## src/rtl/sdot_pkg.sv

```systemverilog
`timescale 1ns/1ps
package sdot_pkg;

  // Ternary weight codes; every other code reads as zero.
  localparam logic [1:0] CODE_POS = 2'b01;
  localparam logic [1:0] CODE_NEG = 2'b11;

  // Strobes from the control to the datapath.
  typedef struct packed {
    logic beatTake;   // capture lane terms of an accepted beat
    logic accStep;    // tree output holds a valid beat sum
    logic accFresh;   // that beat opens a new dot product
    logic accClose;   // that beat closes the dot product
    logic outLoad;    // multiply the finished sum by its scale
  } sdotStrobe_t;

endpackage

```

## src/rtl/sdot_lane.sv

```systemverilog
`timescale 1ns/1ps
module sdot_lane
  import sdot_pkg::*;
#(
  parameter int ACT_W = 16
) (
  input  logic signed [ACT_W-1:0] act,
  input  logic        [1:0]       code,
  input  logic                    ternMode,
  output logic signed [ACT_W:0]   term
);

  logic signed [ACT_W:0] posTerm;
  logic signed [ACT_W:0] negTerm;

  // One extra bit so the negated most-negative value is exact.
  assign posTerm = (ACT_W+1)'(act);
  assign negTerm = -posTerm;

  always_comb begin
    if (ternMode) begin
      unique case (code)
        CODE_POS: term = posTerm;
        CODE_NEG: term = negTerm;
        default:  term = '0;
      endcase
    end else begin
      term = code[0] ? posTerm : negTerm;
    end
  end

endmodule

```

## src/rtl/sdot_ctrl.sv

```systemverilog
`timescale 1ns/1ps
module sdot_ctrl
  import sdot_pkg::*;
#(
  parameter int LANES = 16
) (
  input  logic        clk,
  input  logic        rst_n,
  input  logic        inValid,
  input  logic        inLast,
  output logic        inReady,
  output sdotStrobe_t strobe,
  output logic        outValid
);

  localparam int LEVELS = $clog2(LANES);

  logic              readyQ;
  logic              openQ;      // a dot product is in progress
  logic [LEVELS:0]   validPipe;  // beat valid, lane stage up to tree top
  logic [LEVELS:0]   freshPipe;
  logic [LEVELS:0]   lastPipe;
  logic              doneQ;
  logic              outValidQ;
  logic              take;

  assign take = inValid & readyQ;

  always_ff @(posedge clk or negedge rst_n) begin
    if (!rst_n) begin
      readyQ    <= 1'b0;
      openQ     <= 1'b0;
      validPipe <= '0;
      freshPipe <= '0;
      lastPipe  <= '0;
      doneQ     <= 1'b0;
      outValidQ <= 1'b0;
    end else begin
      readyQ    <= 1'b1;
      if (take) openQ <= !inLast;
      validPipe <= {validPipe[LEVELS-1:0], take};
      freshPipe <= {freshPipe[LEVELS-1:0], take & !openQ};
      lastPipe  <= {lastPipe[LEVELS-1:0],  take & inLast};
      doneQ     <= lastPipe[LEVELS];
      outValidQ <= doneQ;
    end
  end

  always_comb begin
    strobe.beatTake = take;
    strobe.accStep  = validPipe[LEVELS];
    strobe.accFresh = freshPipe[LEVELS];
    strobe.accClose = lastPipe[LEVELS];
    strobe.outLoad  = doneQ;
  end

  assign inReady  = readyQ;
  assign outValid = outValidQ;

endmodule

```

## src/rtl/sdot_datapath.sv

```systemverilog
`timescale 1ns/1ps
module sdot_datapath
  import sdot_pkg::*;
#(
  parameter int LANES     = 16,
  parameter int ACT_W     = 16,
  parameter int SCALE_W   = 16,
  parameter int MAX_BEATS = 256,
  localparam int LEVELS   = $clog2(LANES),
  localparam int TREE_W   = ACT_W + 1 + LEVELS,
  localparam int ACC_W    = TREE_W + $clog2(MAX_BEATS),
  localparam int RES_W    = ACC_W + SCALE_W
) (
  input  logic                       clk,
  input  logic                       ternMode,
  input  logic [LANES*ACT_W-1:0]     inAct,
  input  logic [2*LANES-1:0]         inWgt,
  input  logic signed [SCALE_W-1:0]  inScale,
  input  sdotStrobe_t                strobe,
  output logic signed [RES_W-1:0]    outResult
);

  logic signed [ACT_W:0]   laneTerm [LANES];
  logic signed [ACT_W:0]   laneQ    [LANES];
  logic signed [SCALE_W-1:0] scalePipe [LEVELS+1];
  logic signed [SCALE_W-1:0] scaleHold;
  logic signed [TREE_W-1:0]  treeSum;
  logic signed [ACC_W-1:0]   accQ;
  logic signed [ACC_W-1:0]   accNext;
  logic signed [RES_W-1:0]   resultQ;

  // Sign-select lanes
  for (genvar i = 0; i < LANES; i++) begin : laneG
    sdot_lane #(.ACT_W(ACT_W)) uLane (
      .act      (inAct[i*ACT_W +: ACT_W]),
      .code     (inWgt[2*i +: 2]),
      .ternMode (ternMode),
      .term     (laneTerm[i])
    );
  end

  always_ff @(posedge clk) begin
    if (strobe.beatTake) begin
      for (int i = 0; i < LANES; i++) laneQ[i] <= laneTerm[i];
    end
  end

  // Registered adder tree, one register per level
  for (genvar l = 0; l < LEVELS; l++) begin : lvlG
    localparam int NODES = LANES >> (l + 1);
    logic signed [TREE_W-1:0] node [NODES];
    for (genvar n = 0; n < NODES; n++) begin : addG
      if (l == 0) begin : leafG
        always_ff @(posedge clk)
          node[n] <= TREE_W'(laneQ[2*n]) + TREE_W'(laneQ[2*n+1]);
      end else begin : innerG
        always_ff @(posedge clk)
          node[n] <= lvlG[l-1].node[2*n] + lvlG[l-1].node[2*n+1];
      end
    end
  end

  assign treeSum = lvlG[LEVELS-1].node[0];

  // Scale rides alongside the beat until the accumulator stage
  always_ff @(posedge clk) begin
    scalePipe[0] <= inScale;
    for (int k = 1; k <= LEVELS; k++) scalePipe[k] <= scalePipe[k-1];
  end

  // Accumulator
  assign accNext = (strobe.accFresh ? '0 : accQ) + ACC_W'(treeSum);

  always_ff @(posedge clk) begin
    if (strobe.accStep)  accQ      <= accNext;
    if (strobe.accClose) scaleHold <= scalePipe[LEVELS];
  end

  // Single shared-scale multiply
  always_ff @(posedge clk) begin
    if (strobe.outLoad) resultQ <= RES_W'(accQ) * RES_W'(scaleHold);
  end

  assign outResult = resultQ;

endmodule

```

## src/rtl/signsel_dot_engine.sv

```systemverilog
`timescale 1ns/1ps
module signsel_dot_engine
  import sdot_pkg::*;
#(
  parameter int LANES     = 16,
  parameter int ACT_W     = 16,
  parameter int SCALE_W   = 16,
  parameter int MAX_BEATS = 256,
  localparam int LEVELS   = $clog2(LANES),
  localparam int RES_W    = ACT_W + 1 + LEVELS + $clog2(MAX_BEATS) + SCALE_W,
  localparam int LATENCY  = LEVELS + 2
) (
  input  logic                      clk,
  input  logic                      rst_n,
  input  logic                      ternMode,
  input  logic                      inValid,
  output logic                      inReady,
  input  logic                      inLast,
  input  logic [LANES*ACT_W-1:0]    inAct,
  input  logic [2*LANES-1:0]        inWgt,
  input  logic signed [SCALE_W-1:0] inScale,
  output logic                      outValid,
  output logic signed [RES_W-1:0]   outResult
);

  sdotStrobe_t strobe;

  sdot_ctrl #(.LANES(LANES)) uCtrl (
    .clk      (clk),
    .rst_n    (rst_n),
    .inValid  (inValid),
    .inLast   (inLast),
    .inReady  (inReady),
    .strobe   (strobe),
    .outValid (outValid)
  );

  sdot_datapath #(
    .LANES(LANES), .ACT_W(ACT_W), .SCALE_W(SCALE_W), .MAX_BEATS(MAX_BEATS)
  ) uDp (
    .clk       (clk),
    .ternMode  (ternMode),
    .inAct     (inAct),
    .inWgt     (inWgt),
    .inScale   (inScale),
    .strobe    (strobe),
    .outResult (outResult)
  );

endmodule

```

## config.mk

```make
export PLATFORM = sky130hd
export DESIGN_NAME = signsel_dot_engine
export DESIGN_NICKNAME = d
export VERILOG_FILES = /design/src/rtl/sdot_pkg.sv /design/src/rtl/sdot_lane.sv /design/src/rtl/sdot_ctrl.sv /design/src/rtl/sdot_datapath.sv /design/src/rtl/signsel_dot_engine.sv
export SDC_FILE = /design/constraint.sdc
export NUM_CORES = 2
export LEC_CHECK = 0
export BUFFER_PORTS_ARGS = -buffer_cell sky130_fd_sc_hd__buf_4
export CORE_MARGIN = 5
export CORE_UTILIZATION = 64
export CTS_CLUSTER_DIAMETER = 120
export DETAILED_ROUTE_END_ITERATION = 16
export PLACE_DENSITY = 0.83
export SETUP_SLACK_MARGIN = 0.4
export SLEW_MARGIN = 20
export SYNTH_ARGS = -nofsm -noshare
export SYNTH_HDL_FRONTEND = slang
export SYNTH_SLANG_ARGS = --single-unit
```

## constraint.sdc

```tcl
create_clock -name clk -period 15.8 [get_ports clk]
set_input_delay 3.16 -clock clk [delete_from_list [all_inputs] [get_ports clk]]
set_output_delay 3.16 -clock clk [all_outputs]
set_load 0.01 [all_outputs]
```

---- Yosys cells after proc, flatten, opt, wreduce, memory -nomap -nowiden ----
Memories as Yosys holds them, arrays and structs flattened. A register that Yosys moved wholly into a read port is not among the register bits.
Cells that the tools add are included.
storage, ports and cells
  register bits ........................... 93
  memories kept ........................... 6
  logic and storage cells ................. 136
  memory bits (writable) .................. 667
  output and inout bits ................... 47
  bits of input ports ..................... 309
memories
  name              words  width  rd ports  clocked after Yosys merged registers in  wr ports  line                 RTL
  uDp.laneQ         16     17     16        0                                        16        sdot_datapath.sv:24  logic signed [ACT_W:0] laneQ [LANES];
  uDp.lvlG[0].node  8      21     8         0                                        8         sdot_datapath.sv:51  logic signed [TREE_W-1:0] node [NODES];
  uDp.lvlG[1].node  4      21     4         0                                        4         sdot_datapath.sv:51
  uDp.scalePipe     5      16     5         1                                        5         sdot_datapath.sv:25  logic signed [SCALE_W-1:0] scalePipe [LEVELS+1];
  uDp.lvlG[2].node  2      21     2         0                                        2         sdot_datapath.sv:51
  uDp.lvlG[3].node  1      21     1         0                                        1         sdot_datapath.sv:51
operators by class
  reductions and logical operators ........ 2
  $add $sub $neg .......................... 32
  muxes and demuxes ....................... 51
  eq/ne operators ......................... 32
  bitwise gates (word level) .............. 3
  multipliers ............................. 1
operator list
  operator              number
  $mux W17              32
  $pmux W17 S2          16
  $neg A16 Y17          16
  $add A21 B21 Y21      7
  $add A17 B17 Y18      8
  $mul A29 B16 Y45      1
  $eq A2 B1 Y1 const B  16
  $eq A2 B2 Y1 const B  16
  $add A29 B29 Y29      1
  $mux W29              1
  $and A1 B1 Y1         3
  $logic_not A1 Y1      2
  $mux W1               2

---- Depth between registers and ports, before layout ----
  word-level depth ........................ 3
  gate-level depth with buffers ........... 26
  gate-level depth less buffers ........... 24

---- Cells and area by module ----
From an unflattened synthesis, not the netlist that was laid out.
unflattened totals
  cells, all modules ...................... 5775
  area total of the unflattened synthesis .. 56181.4 µm²
modules (own cells, without submodules)
  module         instances  cells each  area an instance (µm²)  sequential area each (µm²)
  sdot_datapath  1          4449        47854.6                 18297.5
  sdot_lane      16         81          485.5                   0.0
  sdot_ctrl      1          30          559.3                   475.5

---- Worst setup path before layout ----
Ideal clock, no wire load.
  kind .................................... input to register
  start point ............................. input port inValid
  end point ............................... register uCtrl.validPipe[0]
  library setup time ...................... 699 ps
  cell stages on the path ................. 2
  arrival time ............................ 8513 ps
  required time ........................... 15101 ps
  path buffers ............................ 0
  setup slack ............................. 6588 ps
  cell sequence ........................... nand2_1 > inv_1
RTL lines
  what                    line                      RTL
  start: declaration      signsel_dot_engine.sv:16  input logic inValid,
  end signal: assignment  sdot_ctrl.sv:41           validPipe <= {validPipe[LEVELS-1:0], take};
  end: declaration        sdot_ctrl.sv:20           logic [LEVELS:0] validPipe;

---- Worst setup path after layout ----
  start point ............................. register uDp.scaleHold[1] (read register of uDp.scalePipe)
  end point ............................... register uDp.resultQ[38], in the netlist uDp.outResult[38] (data pin)
between the ends
  cells in the longest elaborated chain, start to end .. 1
ends and longest elaborated chain
  what                    line                 RTL
  start: declaration      sdot_datapath.sv:26  logic signed [SCALE_W-1:0] scaleHold;
  $mul A29 B16 Y45        sdot_datapath.sv:81  if (strobe.outLoad) resultQ <= RES_W'(accQ) * RES_W'(scaleHold);
  end signal: assignment  sdot_datapath.sv:81
  end: declaration        sdot_datapath.sv:30  logic signed [RES_W-1:0] resultQ;
Every way passes these cells.
A chain may end at the register's enable or synchronous reset.

==> results.json <==
{
  "antenna_left": 0,
  "reg2reg_slack_ns": 8.00,
  "synth-edff-count": 362,
  "totalWireLength_mm": 135,
  "top_level_ports": 356,
  "synthDistinctLibCells": 77,
  "synthCells": 5941,
  "via_per_inst": 5.97,
  "cts_hold_buf": 0,
  "async_flop_share_pct": 2.53,
  "post-route-period-util_pct": 49.4,
  "synth-simple-area-share_pct": 14.5,
  "synth_top_area_share_pct": 19.2,
  "postCtsSetupRepairBufs": 0,
  "synth_warnings": 0,
  "root_buffer": "clkbuf_16",
  "worst_pin_slew_ns": 1.13,
  "floorplan.rows": 109,
  "via_count": 44400,
  "utilization_pct": 71.4,
  "synthAdderAreaFrac_pct": 25.5,
  "fin_setup_tns_ns": 0,
  "r2r-end": "uDp.outResult[38]$_DFFE_PP_",
  "syn-cell-area_um2": 56700,
  "hold_path_depth": 0,
  "hold_viol": 0,
  "clock-sinks": 752,
  "dieArea_um2": 94600,
  "area_delta_synth_final_pct": 11.0,
  "path_class": "reg2reg",
  "r2r_cells": 20,
  "io_buffer_count": 355,
  "end_kind": "flop",
  "synth_compound_area_share_pct": 16.3,
  "yosys-mux-area-fraction_pct": 0.342,
  "postSynthAreaPerCell_um2": 9.54,
  "grt_pass1_vias": 44400,
  "die_h_um": 308,
  "startpoint_type": "flop",
  "initial_utilization_pct": 64.3,
  "antenna_found_initial": 4,
  "holdPathEnd": "uDp.scalePipe[4][7]$_DFF_P_",
  "hold_path.class": "reg2reg",
  "grt_pass1_wl_mm": 220,
  "crit_required_ns": 16.18,
  "fin_crit_ns": 7.80,
  "grt.total_usage_pct": 28.3,
  "crit_arrival_ns": 8.18,
  "drv_cap": 0,
  "route.detailed.drc": 0,
  "fp.coreArea_um2": 88100,
  "numCtsBuffers": 79,
  "post-dp-hpwl_mm": 102,
  "first_iter_violations": 3588,
  "setup_viol": 0,
  "dominantRegCellSynth": "dfxtp_1",
  "maxSlewViolCount": 0,
  "synth_top_family_by_area": "adder cells",
  "synthTopCellsByArea": "edfxtp_1, fa_1, dfxtp_1, ha_1, inv_1",
  "clkLatencyLatePin_ns": 0.63,
  "gp_congestion": 0.898,
  "fin_skew_ns": 0.0267,
  "tritoncts": "yes",
  "worstHoldStart": "uDp.scalePipe[3][7]$_DFF_P_",
  "max_freq_mhz": 128,
  "wl_per_cell_um": 18.2,
  "gr-total-overflow": 0,
  "crit_fanout": 29,
  "path_clk_slew_ns": 0.06,
  "cts-resized-gates": 0,
  "firstDrtPassIters": 6,
  "die_w_um": 308,
  "synthesis.nets": 7130,
  "seq_area_frac_synth_pct": 33.1,
  "rsz0062_at_grt": "false",
  "clk_path_buf_depth": 3,
  "grt_max_degree": 201,
  "yosysTopAreaCell": "edfxtp_1",
  "nNetsFinal": 7389,
  "synth-xor-area-share_pct": 4.30,
  "num-fill-cells": 6471,
  "max_slew_margin_pct": 24.7,
  "drive_above_1_share_pct": 9.61,
  "ys_ff_latch": 752,
  "worstReg2RegStart": "uDp.scaleHold[1]$_DFFE_PP_",
  "h-tree-depth": 3,
  "outcome": "finished, final reports clean"
}
==> metal layers <==
layer / GRT usage, % / up-vias / part of all wire [%]
met5: 0 / - / 0.0096
met4: 9.30 / 2 / 3.2
met3: 4.37 / 309 / 7.1
met2: 48.8 / 1717 / 49
met1: 36.8 / 21400 / 40
li1: - / 21000 / -
==> cells by family after synthesis <==
| kind of cell | count (synthesis) |
|---|---|
| compound gates | 1463 |
| xor+xnor | 278 |
| fa+ha+maj | 880 |
| buf+inv | 900 |
| flops | 752 |
| mux | 19 |
| other cells | 1 |
| simple gates | 1648 |
==> flip-flops by register name, summed over array words and instances, names as in the netlist, 16 cells and up <==
register	cells
uDp.lvlG.node	291
uDp.laneQ	272
uDp.scalePipe	80
uDp.outResult	45
uDp.accQ	29
uDp.scaleHold	16
==> layout by cell type, fill, tap and decap left out, types with 14 or more instances in the layout <==
cell	instances
and2_1	202
nand2b_1	52
dfrtp_1	17
a211oi_1	18
o22ai_1	18
xnor2_1	214
o21ai_0	434
o21bai_1	23
or3_1	97
dfxtp_1	371
and3_1	28
clkbuf_16	83
a21o_1	84
nand2_1	454
a31oi_1	30
a32o_1	132
buf_4	361
a21boi_0	25
nor2_1	436
xor2_1	64
nand3_1	65
or3_4	34
o21a_1	28
ha_1	420
nor2b_1	78
o31a_1	55
o31ai_1	14
mux2i_1	16
inv_1	709
fa_1	460
edfxtp_1	362
a21oi_1	481
or3b_2	14
nor3_1	127
==> Yosys cell counts, types with 8 or more instances <==
library cell  number
a211oi_1          18
a31o_2            13
and3_1            28
o22ai_1           18
nor3_2            13
a21o_1            84
or3_4             34
nor3_4             9
nor2_1           436
a21oi_1          481
nand2b_1          52
nor3_1           127
o211ai_1           8
xor2_1            64
o31a_1            55
nand2_1          454
fa_1             460
clkbuf_1         181
a32o_1           132
o31ai_1           14
and2_1           202
mux2i_1           16
ha_1             420
or3_1             97
nor2b_1           78
o21bai_1          23
o21a_1            28
a211o_1           13
a21boi_0          25
o21ai_0          434
edfxtp_1         362
nand3_1           65
or3b_2            14
dfrtp_1           19
inv_1            710
dfxtp_1          371
buf_1              9
a31oi_1           30
o41ai_1           10
xnor2_1          214
==> critical path: stages (launching register included) <==
cell and delay [ns]:
edfxtp_1 1.07, nand2_1 0.23, fa_1 0.56, fa_1 0.51, fa_1 0.51, inv_1 0.05
fa_1 0.51, fa_1 0.50, inv_1 0.06, fa_1 0.47, inv_1 0.04, ha_1 0.34
o21a_1 0.21, o211ai_1 0.15, o21ai_1 0.22, a211oi_2 0.38, a21oi_1 0.23, a21oi_1 0.57
o21ai_1 0.25, or3b_2 0.49, and3_1 0.17
==> how the worst max path moves through the flow <==
stage / from / endpoint / slack (ns) / cells after the start
CTS: uDp.scaleHold[8]$_DFFE_PP_ / uDp.outResult[38]$_DFFE_PP_ / 7.96 / 21
global route: uDp.scaleHold[1]$_DFFE_PP_ / uDp.outResult[38]$_DFFE_PP_ / 7.40 / 21
detailed placement: uDp.scaleHold[8]$_DFFE_PP_ / uDp.outResult[38]$_DFFE_PP_ / 7.99 / 21
global placement: uDp.scaleHold[1]$_DFFE_PP_ / uDp.outResult[38]$_DFFE_PP_ / 8.17 / 21
floorplan: inValid / uCtrl.validPipe[0]$_DFF_PN0_ / 6.59 / 2
finish: uDp.scaleHold[1]$_DFFE_PP_ / uDp.outResult[38]$_DFFE_PP_ / 8.00 / 20
==> area by class of cell <==
cell class / instances / area, µm² / area share, %
sequential: 752 / 18800 / 29.9
tap: 1165 / 1460 / 2.32
multi-input combinational: 4289 / 34500 / 54.9
timing repair buffer: 368 / 2820 / 4.48
clock inverter: 35 / 324 / 0.515
inverter: 710 / 2670 / 4.25
clock buffer: 112 / 2310 / 3.68
antenna: 1 / 2.50 / 0.00398
==> metrics by stage <==
stage	instances	area [µm²]	worst slack [ns]	hold slack, ns
global placement	7279	60200	8.17	0.312
finish	7432	62900	8.00	0.325
global route	7432	62900	7.40	0.329
CTS	7426	62800	7.96	0.326
floorplan	5941	56700	6.59	0.310
detailed placement	7279	60200	7.99	0.312
Power is left out: the tool's default activity adds up to more than one toggle a clock period on the data nets, which glitch-free logic cannot reach.
